**config.mk**
```make
export PLATFORM = sky130hd
export DESIGN_NAME = shft_reg_shifter
export DESIGN_NICKNAME = d
export VERILOG_FILES = /design/src/rtl/shft_pkg.sv /design/src/rtl/shft_amount_class.sv /design/src/rtl/shft_datapath.sv /design/src/rtl/shft_carry_sel.sv /design/src/rtl/shft_reg_shifter.sv
export SDC_FILE = /design/constraint.sdc
export NUM_CORES = 1
export LEC_CHECK = 0
export BUFFER_PORTS_ARGS = -buffer_cell sky130_fd_sc_hd__buf_2
export CORE_MARGIN = 2
export CORE_UTILIZATION = 39
export DETAILED_ROUTE_END_ITERATION = 8
export PLACE_DENSITY = 0.55
export SKIP_CTS_REPAIR_TIMING = 1
export SLEW_MARGIN = 20
export SYNTH_ARGS = -nofsm -noshare
export SYNTH_HDL_FRONTEND = slang
export SYNTH_HIERARCHICAL = 1
export SYNTH_SLANG_ARGS = --single-unit
```
**constraint.sdc**
```tcl
create_clock -name clk -period 3 [get_ports clk]
set_input_delay 0.15 -clock clk [delete_from_list [all_inputs] [get_ports clk]]
set_output_delay 0.15 -clock clk [all_outputs]
set_load 0.01 [all_outputs]
```
**src/rtl/shft_pkg.sv**
```systemverilog
package shft_pkg;

  typedef enum logic [1:0] {
    SK_LSL = 2'b00,
    SK_LSR = 2'b01,
    SK_ASR = 2'b10,
    SK_ROR = 2'b11
  } shift_kind_t;

  // Range class of the 8-bit count against the word width
  typedef struct packed {
    logic zero;   // count == 0
    logic below;  // 1 .. width-1
    logic exact;  // count == width
    logic above;  // count > width
  } amt_class_t;

endpackage

```
**src/rtl/shft_amount_class.sv**
```systemverilog
module shft_amount_class
  import shft_pkg::*;
#(
  parameter int W     = 32,
  parameter int AMT_W = 8,
  localparam int SH_BITS = $clog2(W)
) (
  input  logic [AMT_W-1:0]   amt,
  output amt_class_t         cls,
  output logic [SH_BITS-1:0] low
);

  localparam logic [AMT_W-1:0] WIDTH_CNT = AMT_W'(W);

  always_comb begin
    cls.zero  = (amt == '0);
    cls.exact = (amt == WIDTH_CNT);
    cls.above = (amt > WIDTH_CNT);
    cls.below = (amt != '0) && (amt < WIDTH_CNT);
    low       = amt[SH_BITS-1:0];
  end

endmodule

```
**src/rtl/shft_datapath.sv**
```systemverilog
module shft_datapath
  import shft_pkg::*;
#(
  parameter int W = 32,
  localparam int SH_BITS = $clog2(W)
) (
  input  logic [W-1:0]       value,
  input  shift_kind_t        kind,
  input  amt_class_t         cls,
  input  logic [SH_BITS-1:0] low,
  output logic [W-1:0]       result
);

  logic [W-1:0]   lsl_v, lsr_v, asr_v, rot_v, sign_fill;
  logic [2*W-1:0] doubled;

  always_comb begin
    lsl_v     = value << low;
    lsr_v     = value >> low;
    asr_v     = W'($signed(value) >>> low);
    doubled   = {value, value} >> low;
    rot_v     = doubled[W-1:0];
    sign_fill = {W{value[W-1]}};

    unique case (kind)
      SK_LSL:  result = cls.zero ? value : (cls.below ? lsl_v : '0);
      SK_LSR:  result = cls.zero ? value : (cls.below ? lsr_v : '0);
      SK_ASR:  result = cls.zero ? value : (cls.below ? asr_v : sign_fill);
      default: result = rot_v;  // low == 0 yields value unchanged
    endcase
  end

endmodule

```
**src/rtl/shft_carry_sel.sv**
```systemverilog
module shft_carry_sel
  import shft_pkg::*;
#(
  parameter int W = 32,
  localparam int SH_BITS = $clog2(W)
) (
  input  logic [W-1:0]       value,
  input  shift_kind_t        kind,
  input  amt_class_t         cls,
  input  logic [SH_BITS-1:0] low,
  input  logic               carry_in,
  output logic               carry_out
);

  logic [SH_BITS-1:0] left_idx, right_idx;

  always_comb begin
    // last bit pushed out on the left is bit W-N, i.e. -N modulo W
    left_idx  = SH_BITS'(0) - low;
    right_idx = low - SH_BITS'(1);

    if (cls.zero) begin
      carry_out = carry_in;
    end else begin
      unique case (kind)
        SK_LSL:  carry_out = cls.below ? value[left_idx]
                           : (cls.exact ? value[0] : 1'b0);
        SK_LSR:  carry_out = cls.below ? value[right_idx]
                           : (cls.exact ? value[W-1] : 1'b0);
        SK_ASR:  carry_out = cls.below ? value[right_idx] : value[W-1];
        default: carry_out = (low == '0) ? value[W-1] : value[right_idx];
      endcase
    end
  end

endmodule

```
**src/rtl/shft_reg_shifter.sv**
```systemverilog
module shft_reg_shifter
  import shft_pkg::*;
#(
  parameter int W     = 32,
  parameter int AMT_W = 8,
  parameter bit PIPE  = 1'b1,
  localparam int SH_BITS = $clog2(W)
) (
  input  logic         clk,
  input  logic         rst_n,
  input  logic         in_valid,
  output logic         in_ready,
  input  logic [W-1:0] in_value,
  input  logic [W-1:0] in_amount,
  input  logic [1:0]   in_kind,
  input  logic         in_carry,
  output logic         out_valid,
  input  logic         out_ready,
  output logic [W-1:0] out_result,
  output logic         out_carry,
  output logic         out_carry_load
);

  logic [AMT_W-1:0]   amt;
  logic               amt_unused;
  amt_class_t         cls;
  logic [SH_BITS-1:0] low;
  shift_kind_t        kind;
  logic [W-1:0]       c_result;
  logic               c_carry;
  logic               c_load;

  assign amt        = in_amount[AMT_W-1:0];
  assign amt_unused = ^in_amount[W-1:AMT_W];
  assign kind       = shift_kind_t'(in_kind);
  assign c_load     = ~cls.zero;

  shft_amount_class #(.W(W), .AMT_W(AMT_W)) u_class (
    .amt (amt),
    .cls (cls),
    .low (low)
  );

  shft_datapath #(.W(W)) u_data (
    .value  (in_value),
    .kind   (kind),
    .cls    (cls),
    .low    (low),
    .result (c_result)
  );

  shft_carry_sel #(.W(W)) u_carry (
    .value     (in_value),
    .kind      (kind),
    .cls       (cls),
    .low       (low),
    .carry_in  (in_carry),
    .carry_out (c_carry)
  );

  generate
    if (PIPE) begin : g_reg
      logic         r_valid;
      logic [W-1:0] r_result;
      logic         r_carry;
      logic         r_load;

      assign in_ready = ~r_valid | out_ready;

      always_ff @(posedge clk) begin
        if (!rst_n) begin
          r_valid <= 1'b0;
        end else if (in_ready) begin
          r_valid <= in_valid;
        end
      end

      always_ff @(posedge clk) begin
        if (in_valid && in_ready) begin
          r_result <= c_result;
          r_carry  <= c_carry;
          r_load   <= c_load;
        end
      end

      assign out_valid      = r_valid;
      assign out_result     = r_result;
      assign out_carry      = r_carry;
      assign out_carry_load = r_load;
    end else begin : g_comb
      assign in_ready       = out_ready;
      assign out_valid      = in_valid;
      assign out_result     = c_result;
      assign out_carry      = c_carry;
      assign out_carry_load = c_load;
    end
  endgenerate

endmodule

```
==> metrics.txt <==
# TYPE chip_impl_metric gauge
chip_impl_metric{name="clk_pin_slew",unit="ns"} 0.06
chip_impl_metric{name="power.static_leakage",unit="nW"} 3.63
chip_impl_metric{name="design.core.area",unit="sq mm"} 0.0216
chip_impl_metric{name="ir_worst_vdd",unit="uV"} 192
chip_impl_metric{name="drv_slew",unit=""} 0
chip_impl_metric{name="buffer_ports.inserted",unit=""} 82
chip_impl_metric{name="vias_per_cell",unit=""} 7.49
chip_impl_metric{name="cp_max_fo",unit=""} 17
chip_impl_metric{name="post_synth_instance_area",unit="sq mm"} 0.00850
chip_impl_info{name="worst_path_most_repeated_cell",value="sky130_fd_sc_hd__buf_4"} 1
chip_impl_metric{name="die_height",unit="um"} 152
chip_impl_metric{name="maxSlewHeadroom",unit="%"} 52.0
chip_impl_metric{name="clock_tree.htree_level_count",unit=""} 2
chip_impl_metric{name="fmaxAchievable",unit="MHz"} 392
chip_impl_metric{name="cp_data_arrival_time",unit="ns"} 2.67
chip_impl_metric{name="timing.critical_path.buf_inv",unit=""} 3
chip_impl_metric{name="route.vias.total",unit=""} 9927
chip_impl_metric{name="cap_viol_max_count",unit=""} 0
chip_impl_metric{name="gr-total-overflow",unit=""} 0
chip_impl_metric{name="io-pin-count",unit=""} 107
chip_impl_metric{name="clkLatencyLatePin",unit="ns"} 0.28
chip_impl_metric{name="initial_utilization",unit="%"} 39.3
chip_impl_metric{name="gr-usage-all-layers",unit="%"} 39.0
chip_impl_metric{name="global_route_wire_length_before_repair",unit="um"} 64700
chip_impl_metric{name="hpwlAfterDp",unit="um"} 32700
chip_impl_metric{name="detail_route.wirelength",unit="um"} 45000
chip_impl_metric{name="detailedRoute.firstPassIterationCount",unit=""} 6
chip_impl_info{name="cts_root_buffer",value="sky130_fd_sc_hd__clkbuf_16"} 1
chip_impl_info{name="critPathLaunchType",value="input pin"} 1
chip_impl_metric{name="syn_inst",unit=""} 983
chip_impl_metric{name="ctsLongestPathBuffers",unit=""} 2
chip_impl_metric{name="period_share",unit="%"} 85.1
chip_impl_metric{name="grt_pass1_vias",unit=""} 9088
chip_impl_metric{name="cp_data_required_time",unit="ns"} 3.12
chip_impl_metric{name="routabilityCongestion",unit=""} 1.09
chip_impl_metric{name="die_w",unit="um"} 152
chip_impl_info{name="worst_path_max_delay_cell",value="sky130_fd_sc_hd__mux2i_1"} 1
chip_impl_info{name="status",value="complete, no violations"} 1
chip_impl_info{name="cells_traversed_along_the_worst_timing_path",value="buf_6 > buf_4 > buf_4 > nor3_1 > xnor2_1 > mux2i_1 > a32oi_1 > o2111ai_1"} 1
chip_impl_metric{name="design.final.nets",unit=""} 1117
chip_impl_metric{name="synthesis.area_per_instance",unit="sq um"} 8.65
chip_impl_metric{name="yosys_warns",unit=""} 6
chip_impl_metric{name="hold-path-cell-count",unit=""} 2
chip_impl_metric{name="die_area",unit="sq mm"} 0.0230
chip_impl_metric{name="clock_sink_count",unit=""} 35
chip_impl_metric{name="period_needed",unit="ns"} 2.55
chip_impl_metric{name="fraction_of_final_layout_cells_with_drive_strength_greater_than_1",unit="%"} 32.1
chip_impl_metric{name="clock_skew",unit="ns"} 0.00818
chip_impl_metric{name="cts_made_buffers",unit=""} 5
chip_impl_metric{name="placement.setup.worst_slack",unit="ns"} 0.281
chip_impl_metric{name="setup_slack",unit="ns"} 0.447
chip_impl_metric{name="ff2ff_path_depth",unit=""} 2
chip_impl_info{name="worst_hold_path_type",value="in2reg"} 1
chip_impl_metric{name="grt_max_degree",unit=""} 58
chip_impl_info{name="grt_setup_unrepaired",value="no"} 1
chip_impl_info{name="endpoint_class_of_the_critical_path",value="flop"} 1
chip_impl_metric{name="setup_viol_count_final",unit=""} 0
chip_impl_info{name="criticalPathCategory",value="in2reg"} 1
chip_impl_metric{name="drc",unit=""} 0
chip_impl_metric{name="stages_on_worst_setup_path",unit=""} 8
chip_impl_info{name="tritoncts",value="built"} 1
chip_impl_metric{name="flow.area_growth_from_synthesis",unit="%"} 14.0
chip_impl_metric{name="worst-slew-pin-transition",unit="ns"} 0.712
chip_impl_metric{name="finish.utilization",unit="%"} 44.8
chip_impl_metric{name="cp_slowest_stage_delay",unit="ns"} 0.65
chip_impl_metric{name="power_per_cell_area",unit="mW/mm^2"} 302
chip_impl_metric{name="row_cnt",unit=""} 54
chip_impl_metric{name="routedWlPerCell",unit="um"} 33.9
chip_impl_metric{name="final_hold_violation_count",unit=""} 0
chip_impl_metric{name="number_of_violations_reported_at_the_end_of_detailed_routing_iteration_0",unit=""} 1597
chip_impl_metric{name="finalSetupTns",unit="ns"} 0
chip_impl_metric{name="grt_antenna_before_repair",unit=""} 3
chip_impl_metric{name="synthesized_nets",unit=""} 1056
chip_impl_metric{name="drt.antenna.violating_nets",unit=""} 0
chip_impl_info{name="cpLargestDelayFamily",value="buffers and inverters"} 1
metal layers:
layer	wire, um	global-route usage, %
met1	17200	52.4
met2	18900	58.1
met3	6290	11.9
met4	2590	16.9
met5	17	0
layout make-up:
class / count / area, sq um
Tap cell: 280 / 350
Fill cell: 2168 / 11900
Clock buffer: 5 / 125
Sequential cell: 35 / 1040
Inverter: 16 / 60.1
Timing Repair Buffer: 176 / 1280
Multi-Input combinational cell: 810 / 6790
Clock inverter: 3 / 43.8
Antenna cell: 1 / 2.50
flip-flops by register name (all words and copies together), names as in the netlist:
| register | cells |
|---|---|
| out_carry | 1 |
| out_valid | 1 |
| out_result | 32 |
| out_carry_load | 1 |
placed cells by master, fill, tap and decap left out, types with 8 or more instances in the layout:
cell                       instances
sky130_fd_sc_hd__mux4_2           81
sky130_fd_sc_hd__o22ai_1          32
sky130_fd_sc_hd__and2_1            9
sky130_fd_sc_hd__nand3_1          30
sky130_fd_sc_hd__a211o_1           8
sky130_fd_sc_hd__a21oi_1          48
sky130_fd_sc_hd__edfxtp_1         34
sky130_fd_sc_hd__mux2_2           49
sky130_fd_sc_hd__o211ai_1         14
sky130_fd_sc_hd__nand2_1         105
sky130_fd_sc_hd__inv_1            15
sky130_fd_sc_hd__nor2b_1          15
sky130_fd_sc_hd__nor3_1            8
sky130_fd_sc_hd__nand2b_1         21
sky130_fd_sc_hd__a22oi_1           8
sky130_fd_sc_hd__buf_12           12
sky130_fd_sc_hd__buf_2            79
sky130_fd_sc_hd__o21a_1            8
sky130_fd_sc_hd__nor2_1           63
sky130_fd_sc_hd__a31oi_1          13
sky130_fd_sc_hd__a221oi_1         12
sky130_fd_sc_hd__buf_4            84
sky130_fd_sc_hd__mux2i_1          72
sky130_fd_sc_hd__o221ai_1         17
sky130_fd_sc_hd__o21ai_0          57
sky130_fd_sc_hd__a211oi_1         10
metrics by stage:
stage | cell area [sq um] | hold WS (ns) | cells | total power [mW]
global route | 9690 | 0.109 | 1325 | 3.01
finish | 9690 | 0.0892 | 1326 | 2.92
floorplan | 8500 | 0.287 | 983 | 1.62
CTS | 9690 | 0.0933 | 1325 | 2.86
global placement | 9520 | 0.381 | 1317 | 2.26
detailed placement | 9520 | 0.386 | 1317 | 2.26
path summary, 6_finish.rpt:
check | from | to | slack [ns]
max | in_amount[0] | out_carry | 0.45
min | rst_n | out_valid | 0.09
max reg2reg | out_valid | out_result[13] | 1.79
min reg2reg | out_valid | out_valid | 0.50
where the power goes:
group | total [mW] | switching [mW] | leakage (nW) | internal, mW
sequential | 0.605 | 0.0100 | 0.345 | 0.595
clock | 0.603 | 0.212 | 0.0838 | 0.392
combinational | 1.72 | 1.05 | 3.20 | 0.669
total | 2.92 | 1.27 | 3.63 | 1.66
Power figures use the tool's default switching activity.
